## config.mk

```make
export PLATFORM = sky130hd
export DESIGN_NAME = lrx_out_ctrl
export DESIGN_NICKNAME = d
export VERILOG_FILES = /design/src/rtl/lrx_pkg.sv /design/src/rtl/lrx_ctl_regs.sv /design/src/rtl/lrx_osc_div.sv /design/src/rtl/lrx_pad_drv.sv /design/src/rtl/lrx_out_ctrl.sv
export SDC_FILE = /design/constraint.sdc
export NUM_CORES = 1
export LEC_CHECK = 0
export BUFFER_PORTS_ARGS = -buffer_cell sky130_fd_sc_hd__buf_2
export CAP_MARGIN = 20
export CORE_ASPECT_RATIO = 1.2
export CORE_MARGIN = 3
export CORE_UTILIZATION = 40
export DETAILED_ROUTE_END_ITERATION = 12
export PLACE_DENSITY = 0.9
export SLEW_MARGIN = 0
export SYNTH_ARGS = -nofsm -noshare
export SYNTH_HDL_FRONTEND = slang
export SYNTH_HIERARCHICAL = 1
export SYNTH_SLANG_ARGS = --single-unit
```

## constraint.sdc

```tcl
create_clock -name clk -period 3.75 [get_ports clk]
set_input_delay 0 -clock clk [delete_from_list [all_inputs] [get_ports clk]]
set_output_delay 0 -clock clk [all_outputs]
set_load 0.05 [all_outputs]
```

## src/rtl/lrx_pkg.sv

```systemverilog
package lrx_pkg;

    localparam int DATA_W = 24;
    localparam int AUX_W  = 6;
    localparam int DIV_W  = 3;

    // ALT: held value for aux, oscillator for the clock group
    typedef enum logic [1:0] {
        DRV_OFF  = 2'd0,
        DRV_LOW  = 2'd1,
        DRV_ALT  = 2'd2,
        DRV_LIVE = 2'd3
    } drv_e;

    typedef struct packed {
        logic lock_en;
        drv_e body;
        drv_e aux;
        drv_e clk;
    } drv_plan_t;

    function automatic logic pick(input logic sel, input logic regv, input logic pin);
        return sel ? regv : pin;
    endfunction

    function automatic drv_plan_t plan_outputs(
        input logic pd_n, input logic oe, input logic oss,
        input logic locked, input logic osc_en);
        drv_plan_t p;
        p.lock_en = pd_n & (oe | locked);
        if (!pd_n) begin
            p.body = DRV_OFF; p.aux = DRV_OFF; p.clk = DRV_OFF;
        end else if (!oe) begin
            p.body = oss ? DRV_LOW : DRV_OFF;
            p.aux  = p.body;
            p.clk  = p.body;
        end else if (locked) begin
            p.body = DRV_LIVE; p.aux = DRV_LIVE; p.clk = DRV_LIVE;
        end else begin
            p.body = DRV_LOW;
            p.aux  = DRV_ALT;
            p.clk  = osc_en ? DRV_ALT : DRV_LOW;
        end
        return p;
    endfunction

endpackage

```

## src/rtl/lrx_ctl_regs.sv

```systemverilog
module lrx_ctl_regs (
    input  logic clk,
    input  logic rst,
    input  logic pd_n,
    input  logic link_lock,
    input  logic link_active,
    input  logic lfm_req,
    output logic locked_q,
    output logic lf_mode_q
);
    always_ff @(posedge clk) begin
        if (rst) begin
            locked_q  <= 1'b0;
            lf_mode_q <= 1'b0;
        end else begin
            locked_q <= pd_n & link_lock & link_active;
            if (!pd_n) lf_mode_q <= lfm_req;
        end
    end

    AST_LOCK_DROPS: assert property (@(posedge clk) disable iff (rst)
        !(pd_n && link_lock && link_active) |=> !locked_q);
    AST_LF_FROZEN: assert property (@(posedge clk) disable iff (rst)
        pd_n |=> $stable(lf_mode_q));
endmodule

```

## src/rtl/lrx_osc_div.sv

```systemverilog
module lrx_osc_div #(
    parameter int DIV_W = 3
) (
    input  logic             clk,
    input  logic             rst,
    input  logic             osc_en,
    input  logic [DIV_W-1:0] div,
    output logic             osc_q
);
    logic [DIV_W-1:0] cnt_q;

    always_ff @(posedge clk) begin
        if (rst || !osc_en) begin
            cnt_q <= '0;
            osc_q <= 1'b0;
        end else if (cnt_q == div) begin
            cnt_q <= '0;
            osc_q <= ~osc_q;
        end else begin
            cnt_q <= cnt_q + 1'b1;
        end
    end

    AST_OSC_IDLE: assert property (@(posedge clk) disable iff (rst)
        !osc_en |=> !osc_q);
    AST_OSC_HOLD: assert property (@(posedge clk) disable iff (rst)
        (osc_en && $past(osc_en) && $stable(div) && cnt_q != '0) |-> $stable(osc_q));
endmodule

```

## src/rtl/lrx_pad_drv.sv

```systemverilog
module lrx_pad_drv
    import lrx_pkg::*;
#(
    parameter int DW = 24,
    parameter int AW = 6
) (
    input  logic          clk,
    input  logic          rst,
    input  drv_plan_t     plan,
    input  logic          locked,
    input  logic          edge_rise,
    input  logic          osc,
    input  logic [DW-1:0] rx_data,
    input  logic [AW-1:0] rx_aux,
    input  logic          rx_pclk,
    output logic          lock_o,
    output logic          lock_oe,
    output logic          pass_o,
    output logic          pass_oe,
    output logic [DW-1:0] data_o,
    output logic          data_oe,
    output logic [AW-1:0] aux_o,
    output logic          aux_oe,
    output logic          pclk_o,
    output logic          pclk_oe
);
    logic [AW-1:0] hold_q;

    always_ff @(posedge clk) begin
        if (rst)                     hold_q <= '0;
        else if (plan.aux == DRV_LIVE) hold_q <= rx_aux;
    end

    always_comb begin
        lock_oe = plan.lock_en;
        lock_o  = plan.lock_en & locked;
        pass_oe = (plan.body != DRV_OFF);
        pass_o  = (plan.body == DRV_LIVE);
        data_oe = (plan.body != DRV_OFF);
        data_o  = (plan.body == DRV_LIVE) ? rx_data : '0;
        aux_oe  = (plan.aux != DRV_OFF);
        unique case (plan.aux)
            DRV_LIVE: aux_o = rx_aux;
            DRV_ALT:  aux_o = hold_q;
            default:  aux_o = '0;
        endcase
        pclk_oe = (plan.clk != DRV_OFF);
        unique case (plan.clk)
            DRV_LIVE: pclk_o = edge_rise ? rx_pclk : ~rx_pclk;
            DRV_ALT:  pclk_o = osc;
            default:  pclk_o = 1'b0;
        endcase
    end

    AST_HOLD_STABLE: assert property (@(posedge clk) disable iff (rst)
        (plan.aux == DRV_ALT && $past(plan.aux) == DRV_ALT) |-> $stable(aux_o));
    AST_LOCK_NOT_LIVE: assert property (@(posedge clk) disable iff (rst)
        (lock_oe && !lock_o) |-> (plan.body != DRV_LIVE));
endmodule

```

## src/rtl/lrx_out_ctrl.sv

```systemverilog
module lrx_out_ctrl
    import lrx_pkg::*;
#(
    parameter int DW    = DATA_W,
    parameter int AW    = AUX_W,
    parameter int DIVW  = DIV_W
) (
    input  logic            clk,
    input  logic            rst,
    input  logic            pd_n,
    input  logic            oe_pin,
    input  logic            oss_pin,
    input  logic            edge_pin,
    input  logic            reg_oe,
    input  logic            reg_oe_sel,
    input  logic            reg_oss,
    input  logic            reg_oss_sel,
    input  logic            reg_edge,
    input  logic            reg_edge_sel,
    input  logic            reg_osc_en,
    input  logic [DIVW-1:0] reg_osc_div,
    input  logic            lfm_req,
    input  logic            link_lock,
    input  logic            link_active,
    input  logic [DW-1:0]   rx_data,
    input  logic [AW-1:0]   rx_aux,
    input  logic            rx_pclk,
    output logic            lock_o,
    output logic            lock_oe,
    output logic            pass_o,
    output logic            pass_oe,
    output logic [DW-1:0]   data_o,
    output logic            data_oe,
    output logic [AW-1:0]   aux_o,
    output logic            aux_oe,
    output logic            pclk_o,
    output logic            pclk_oe,
    output logic            lf_mode_o
);
    logic      oe_eff, oss_eff, edge_eff;
    logic      locked_q, osc_q;
    drv_plan_t plan;

    assign oe_eff   = pick(reg_oe_sel,   reg_oe,   oe_pin);
    assign oss_eff  = pick(reg_oss_sel,  reg_oss,  oss_pin);
    assign edge_eff = pick(reg_edge_sel, reg_edge, edge_pin);
    assign plan     = plan_outputs(pd_n, oe_eff, oss_eff, locked_q, reg_osc_en);

    lrx_ctl_regs u_regs (
        .clk(clk), .rst(rst), .pd_n(pd_n), .link_lock(link_lock),
        .link_active(link_active), .lfm_req(lfm_req),
        .locked_q(locked_q), .lf_mode_q(lf_mode_o)
    );

    lrx_osc_div #(.DIV_W(DIVW)) u_osc (
        .clk(clk), .rst(rst), .osc_en(reg_osc_en), .div(reg_osc_div), .osc_q(osc_q)
    );

    lrx_pad_drv #(.DW(DW), .AW(AW)) u_pad (
        .clk(clk), .rst(rst), .plan(plan), .locked(locked_q), .edge_rise(edge_eff),
        .osc(osc_q), .rx_data(rx_data), .rx_aux(rx_aux), .rx_pclk(rx_pclk),
        .lock_o(lock_o), .lock_oe(lock_oe), .pass_o(pass_o), .pass_oe(pass_oe),
        .data_o(data_o), .data_oe(data_oe), .aux_o(aux_o), .aux_oe(aux_oe),
        .pclk_o(pclk_o), .pclk_oe(pclk_oe)
    );

    AST_PD_RELEASE: assert property (@(posedge clk) disable iff (rst)
        !pd_n |-> !(lock_oe | pass_oe | data_oe | aux_oe | pclk_oe));
    AST_OFF_RELEASE: assert property (@(posedge clk) disable iff (rst)
        (pd_n && !oe_eff && !oss_eff) |-> !(pass_oe | data_oe | aux_oe | pclk_oe));
    AST_LIVE_FLAGS: assert property (@(posedge clk) disable iff (rst)
        (pd_n && oe_eff && locked_q) |-> (lock_o && pass_o && data_oe));
    AST_LOCK_RISE: assert property (@(posedge clk) disable iff (rst)
        (lock_oe && lock_o && !$past(lock_o)) |-> $past(link_lock && link_active));
endmodule

```

=== After elaboration in Yosys (flattened, before gate mapping) ===
Index checks and enable logic that the tools add are counted.

* Word-level logic and storage cells: 37
* Flip-flop bits (word level): 12
* Output and inout bits: 39
* Input port bits: 50

* Reductions and logical operators: 6
* Mux-type cells: 12
* Equal/unequal tests: 6
* Bitwise logic cells: 7
* Add/sub/neg operators: 1

{| class="wikitable"
|+ Operators with widths
! kind !! count
|-
| $mux W24 || 1
|-
| $mux W6 || 3
|-
| $pmux W6 S2 || 1
|-
| $eq A2 B2 Y1 const B || 5
|-
| $reduce_bool A2 Y1 || 3
|-
| $mux W1 || 5
|-
| $and A1 B1 Y1 || 4
|-
| $add A3 B1 Y3 const B || 1
|-
| $eq A3 B3 Y1 || 1
|-
| $mux W2 || 1
|-
| $not A1 Y1 || 2
|-
| $pmux W1 S2 || 1
|-
| $reduce_or A2 Y1 || 1
|-
| $logic_not A1 Y1 || 1
|-
| $logic_or A1 B1 Y1 || 1
|-
| $or A1 B1 Y1 || 1
|}

=== Longest topological paths before layout ===
Gate-level depths: netlist (run 1).

* Depth in word-level cells: 6
* Gate-level depth with buffers: 7
* Mapped depth without buffers: 5

=== Modules after synthesis ===
The synthesis (run 1) kept the hierarchy.

{| class="wikitable"
|+ Modules (own cells, without submodules)
! module !! instances !! area an instance (um^2) !! cells each !! sequential area each (um^2)
|-
| lrx_pad_drv || 1 || 613.1 || 79 || 120.1
|-
| lrx_osc_div || 1 || 183.9 || 18 || 80.1
|-
| lrx_out_ctrl || 1 || 107.6 || 12 || 0.0
|-
| lrx_ctl_regs || 1 || 63.8 || 5 || 40.0
|}

=== Worst setup path before layout (run 1) ===
No wires, ideal clock.

* Kind: input to output
* From: in reg_oe_sel
* To: out pclk_o
* Setup slack: 2.024 ns
* Arrival time: 1.726 ns
* Required time: 3.750 ns
* Path buffers: 0
* Stages on the path: 5
* Cell sequence: mux2_4 nor2b_4 a21oi_2 nand2_1 o21ai_0

{| class="wikitable"
|+ RTL lines
! item !! RTL line !! text
|-
| from (decl) || lrx_out_ctrl.sv:15 || <nowiki>input logic reg_oe_sel,</nowiki>
|-
| to (decl) || lrx_out_ctrl.sv:36 || <nowiki>output logic pclk_o,</nowiki>
|}

==> impl_metrics.ini, run 1 <==
[placement]
post-dp-hpwl_microns = 2510
portBuffers = 88
globalplace.congestion = 0.826
dp_slack_ns = 2.29

[synth]
synth_top_area_share_pct = 24.8
ys.flop_type = dfxtp_1
syn_nets = 165
synth-edff-count = 0
synthTopCellsByArea = dfxtp_1 25%, and3_1 16%, mux2i_1 7.2%, nor2b_1 3.9%, xor2_1 3.6%
ys_warn_count = 6
synth_most_common_cell = and3_1
synth_top_area_cell = dfxtp_1
synth_area_sq_um = 968
synthArstFlopShare_pct = 0
synth-seq-area-share_pct = 24.8
avgSynthCellArea_sq_um = 8.49
yosys_register_bits = 12
synth_common_cells = 24 x and3_1, 12 x dfxtp_1, 7 x mux2i_1
yosysUniqueCellTypes = 37
netlist_instances = 114

[timing]
final.setup_skew_ns = 0.000352
rsz0062_at_grt = no
period_share_pct = 42.9
fin_ws_ns = 2.14
tightest_slew_ns = 0.464
fin_crit_ns = 1.61
tns_ns = 0
fmax_ghz = 0.621
drv_slew = 0
setup_viol = 0
hold_viol = 0
relSlewSlack_pct = 69.1

[power]
p_total_mw = 0.351
powerDensity_nw_per_um2 = 241
vdd_drop_max_mv = 0.200
p_leak_nw = 0.885

[floorplan]
rows = 18
initial_core_util_pct = 44.3
coreArea_sq_um = 2180
num_io_pins = 89
die_height_microns = 59.9
die_area_sq_um = 3050
fp.dieW_microns = 50.9

[global_route]
grt_max_degree = 27
grt_pass1_vias = 1006
grt_overflow_total = 0
grt_usage_pct = 20.4
antenna_found_initial = 0
grt_first_pass_wirelength_microns = 4630

[worst_hold_path]
hold_class = input pin to flip-flop

[worst_setup_path]
cp_data_arrival_time_ns = 1.61
crit_required_ns = 3.75
crit_path_start_kind = flip-flop
r2r-end = u_osc/osc_q
rr_worst_depth = 3
path_class = flip-flop to primary output
crit_start = u_regs/locked_q
cp_slowest_stage_delay_ns = 0.43
worst_path_max_delay_cell = dfxtp_1
cp.depth = 6
critPathCaptureType = primary output
r2r_start = u_osc/cnt_q[0]
r2r_slack_ns = 2.44
cp_num_buf_inv = 2
crit_path_end = aux_o[3]
crit_fanout = 19
cpLargestDelayFamily = buffers and inverters
cp_cell_sequence = nor2b_4 > nor2_1 > buf_4 > mux2i_1 > nor2b_1 > buf_2

[final_layout]
area_growth_pct = 50.9
final_nets = 253
drive_above_1_share_pct = 53.7
nFillCells = 205
n_antenna_cell = 0

[cts]
cts_buffer_depth = 2
clock_latency_ns = 0.26
cts_inserted_buffers = 3
htree_levels = 1
cts.sinks = 12
clock-root-buffer = clkbuf_4
cts.reportedPaths.clkPinSlew_ns = 0.07
cts_tree = built
cts_setup_buffers = 0

[run_status]
status = finished, final reports clean

[detailed_routing]
drcViolationCount = 0
vias_per_cell = 4.97
first_pass_iters = 4
finalWirelength_microns = 3080
vias = 1147
drt-initial-drc-count = 18
wl_per_cell_microns = 13.3
ant_nets = 0

[job]
max_cap_viol_count = 0
-- sequential cells by signal, indices dropped and copies added, names as in the netlist --
| signal | count |
|---|---|
| u_osc/cnt_q | 3 |
| u_osc/osc_q | 1 |
| u_pad/hold_q | 6 |
| u_regs/lf_mode_q | 1 |
| u_regs/locked_q | 1 |
-- cell usage in the layout (no fill, tap or decap), drive strengths merged, types with 2 or more instances in the layout --
cell	count
a21bo	6
a21oi	7
and2	3
and3	25
buf	89
clkbuf	4
dfxtp	12
dlygate4sd3	4
inv	2
mux2	4
mux2i	7
nand3	6
nor2	4
nor2b	7
nor3	3
o21a	2
o21ai	2
or2	3
xor2	4
-- worst min-delay path, cell delays in order --
cell and delay (ns):
buf_2 0.11, nand3_1 0.07, a21oi_1 0.06
-- power by group --
group          switching, mW  internal (mW)
clock                 0.0408         0.0589
combinational         0.0695         0.0483
sequential           0.00276          0.131
total                  0.113          0.238
-- layer usage --
layer  vias up  global-route usage, %  routed length [microns]
li1        576                      -                        -
met1       495                   22.3                     1200
met2        72                   35.0                     1380
met3         4                   8.98                      463
met4         0                   6.92                       31
met5         -                      0                        0
-- through the flow --
| step | utilization, % | std cells | cell area (sq um) | hold WS [ns] |
|---|---|---|---|---|
| floorplan | - | 114 | 968 | 0.0691 |
| global placement | 63.4 | 223 | 1390 | 0.236 |
| detailed placement | 63.4 | 223 | 1390 | 0.270 |
| CTS | 66.9 | 231 | 1460 | 0.0000486 |
| global route | 66.9 | 231 | 1460 | 0.0105 |
| finish | 66.9 | 231 | 1460 | 0.0114 |
-- cell families after synthesis --
logic type,Yosys count,synth area share (%)
simple gates,56,36.0
mux,11,12.3
compound gates,17,13.2
xor+xnor,5,4.52
fa+ha+maj,1,1.29
flops,12,24.8
buf+inv,12,7.88
-- how the worst min path moves through the flow --
stage | startpoint | endpoint | cells past startpoint
after floorplan | rst | u_pad/hold_q[0] | 1
after global placement | lfm_req | u_regs/lf_mode_q | 3
after detailed placement | lfm_req | u_regs/lf_mode_q | 3
after CTS | rx_aux[4] | u_pad/hold_q[4] | 3
after global routing | rx_aux[2] | u_pad/hold_q[2] | 3
final | rx_aux[2] | u_pad/hold_q[2] | 3
-- final cells by class --
| cell class | instances | area (sq um) | share of cell area, % |
|---|---|---|---|
| timing repair buffer | 93 | 488 | 33.4 |
| inverter | 2 | 7.51 | 0.514 |
| clock buffer | 4 | 36.3 | 2.48 |
| multi-input combinational | 90 | 652 | 44.6 |
| sequential | 12 | 240 | 16.4 |
| tap | 30 | 37.5 | 2.57 |
-- repair_timing --
| item | 4_1_cts | 5_1_grt |
|---|---|---|
| endpoints found under the hold margin | 4 | 0 |
| resized for setup | 0 | 0 |
| hold buffers | 4 | 0 |
| setup endpoints to repair | 0 | 0 |
Note: power is estimated with default switching activity, not from simulation.
==> run 2: changes to the inputs <==
--- a/config.mk
+++ b/config.mk
@@ -9,9 +9,9 @@
 export CAP_MARGIN = 20
 export CORE_ASPECT_RATIO = 1.2
 export CORE_MARGIN = 3
-export CORE_UTILIZATION = 40
+export CORE_UTILIZATION = 33
 export DETAILED_ROUTE_END_ITERATION = 12
-export PLACE_DENSITY = 0.9
+export PLACE_DENSITY = 0.8
 export SLEW_MARGIN = 0
 export SYNTH_ARGS = -nofsm -noshare
 export SYNTH_HDL_FRONTEND = slang
==> constraint.sdc (replaced) <==
create_clock -name clk -period 1.3 [get_ports clk]
set_input_delay 0 -clock clk [delete_from_list [all_inputs] [get_ports clk]]
set_output_delay 0 -clock clk [all_outputs]
set_load 0.05 [all_outputs]
==> run 2 against run 1 <==
The flow now finishes with violations (setup timing). Clock skew hardly changed. Sequential cell count stayed put. Global-route usage is 0.061 points higher. Wire length is 22% higher. Critical endpoint is now aux_o[4].
==> impl_metrics.ini, run 2 (same netlist as run 1, synthesis figures left out) <==
[worst_setup_path]
r2r_slack_ns = -0.09
cp_slowest_stage_delay_ns = 0.36
r2r_start = u_regs/locked_q
path_class = flip-flop to primary output
worst_path_max_delay_cell = dfxtp_4
rr_worst_depth = 8
crit_required_ns = 1.30
cpLargestDelayFamily = flip-flops
crit_path_start_kind = flip-flop
cp_data_arrival_time_ns = 1.42
cp_num_buf_inv = 2
critPathCaptureType = primary output
r2r-end = u_pad/hold_q[4]
cp_cell_sequence = nor2b_4 > nor2_4 > buf_8 > mux2i_2 > nor2b_2 > buf_6
crit_fanout = 7

[final_layout]
nFillCells = 185
largest_reg_flops = 6
design_area_sq_um = 2020
postLayoutCoreUtil_pct = 75.4
top_regs = u_pad/hold_q x6, u_osc/cnt_q x3
n_antenna_cell = 0
drive_above_1_share_pct = 73.4
layout_common_cells = 51 x buf_2, 37 x buf_6, 18 x and3_2
final_nets = 274
layout_commonest_cell = buf_2
top_register = u_pad/hold_q
area_growth_pct = 109
stdcell_count = 255

[cts]
cts_tree = built
cts.sinks = 12
clock-root-buffer = clkbuf_4
cts_buffer_depth = 2
cts.reportedPaths.clkPinSlew_ns = 0.07
cts_inserted_buffers = 3
clock_latency_ns = 0.27
htree_levels = 1

[global_route]
antenna_found_initial = 0
gr-usage-met2_pct = 40.7
grt-busiest-layer = met2
grt_use_met1_pct = 21.3
grt_overflow_total = 0
grt_max_degree = 27
grt_usage_pct = 20.4
grt_first_pass_wirelength_microns = 5980
gr-usage-met3_pct = 4.32
grt_pass1_vias = 1349

[timing]
fin_ws_ns = -0.120
rsz0062_at_grt = yes
fmax_ghz = 0.704
relSlewSlack_pct = 82.9
tightest_slew_ns = 0.258
whs_ns = 0.0163
hold_viol = 0
setup_viol = 33
period_share_pct = 109
fin_crit_ns = 1.42
final.setup_skew_ns = 0.000610
drv_slew = 0

[placement]
place_area_sq_um = 1520
numPlacedInstances = 238
post-dp-hpwl_microns = 2420
portBuffers = 88
globalplace.congestion = 0.762

[power]
p_leak_nw = 1.02
powerDensity_nw_per_um2 = 580
vdd_drop_max_mv = 0.690

[detailed_routing]
drcViolationCount = 0
vias = 1250
ant_nets = 0
vias_per_cell = 4.90
first_pass_iters = 4
finalWirelength_microns = 3750
drt-initial-drc-count = 42
wl_per_cell_microns = 14.7

[worst_hold_path]
hold_class = input pin to flip-flop
holdPathStages = 2
min_from = link_lock
holdPathEnd = u_regs/locked_q

[floorplan]
rows = 20
die_area_sq_um = 3620
num_io_pins = 89
coreArea_sq_um = 2680
initial_core_util_pct = 36.2
die_height_microns = 65.3
fp.dieW_microns = 55.5

[job]
max_cap_viol_count = 0

[run_status]
status = finished, violations left
violations = setup timing
run 2: changes by cell type in the layout (fill, tap and decap cells not counted), moves of 4 or more:
cell           delta
buf_4            +13
dlygate4sd3_1     +5
a21oi_2           +5
mux2i_1           -4
a21oi_1           -6
nor2b_1           -6
mux2i_2           +4
nor2b_2           +6
buf_6            +37
and3_2           +17
and3_1           -19
buf_2            -37
run 2: worst reg2reg max path: cells and delay by family, from the launching register on:
kind | cells | cell delay (ns)
AOI/OAI and AO/OA | 2 | 0.27
and+or+nand+nor | 2 | 0.18
DFF | 1 | 0.36
buffers and inverters | 4 | 0.51
run 2: report_power, final:
| group | switching (mW) | internal [mW] |
|---|---|---|
| sequential | 0.00790 | 0.377 |
| combinational | 0.244 | 0.246 |
| clock | 0.125 | 0.170 |
run 2: final cells by class:
class | instances | area (sq um) | share of cell area (%)
well taps | 33 | 41.3 | 2.04
repair buffers | 114 | 912 | 45.2
multi-input cells | 90 | 778 | 38.5
clock buffers | 4 | 36.3 | 1.80
flip-flops and latches | 12 | 244 | 12.1
inverters | 2 | 7.51 | 0.372
run 2: metrics by stage:
step	setup TNS (ns)	worst slack (ns)	power, mW
2_1_floorplan	-0.0491	-0.0491	0.627
3_3_place_gp	-0.596	-0.0784	0.757
3_5_place_dp	-0.924	-0.108	0.766
4_1_cts	-1.03	-0.106	1.16
5_1_grt	-3.98	-0.191	1.24
6_report	-1.11	-0.120	1.17
run 2: worst max-delay path by stage:
stage / from / to / slack [ns] / cells after the start
6_report: u_regs/locked_q / aux_o[4] / -0.12 / 6
2_1_floorplan: reg_oe_sel / pclk_o / -0.05 / 5
4_1_cts: u_regs/locked_q / aux_o[0] / -0.11 / 6
3_5_place_dp: reg_oe_sel / aux_o[0] / -0.11 / 8
3_3_place_gp: reg_oe_sel / aux_o[5] / -0.08 / 8
5_1_grt: u_regs/locked_q / aux_o[4] / -0.19 / 6
run 2: metal layers:
metal / part of all wire [%] / vias up
li1: - / 616
met1: 38 / 554
met2: 54 / 76
met3: 7.2 / 4
met4: 0.83 / 0
met5: 0 / -
run 2: repair_timing:
item / CTS / global route
hold buffers: 9 / 0
buffers inserted: 2 / 1
endpoints found under the setup margin: 37 / 39
cloned: 1 / 0
endpoints found under the hold margin: 8 / 0
gates resized for setup: 86 / 21
pin swaps: 1 / 8
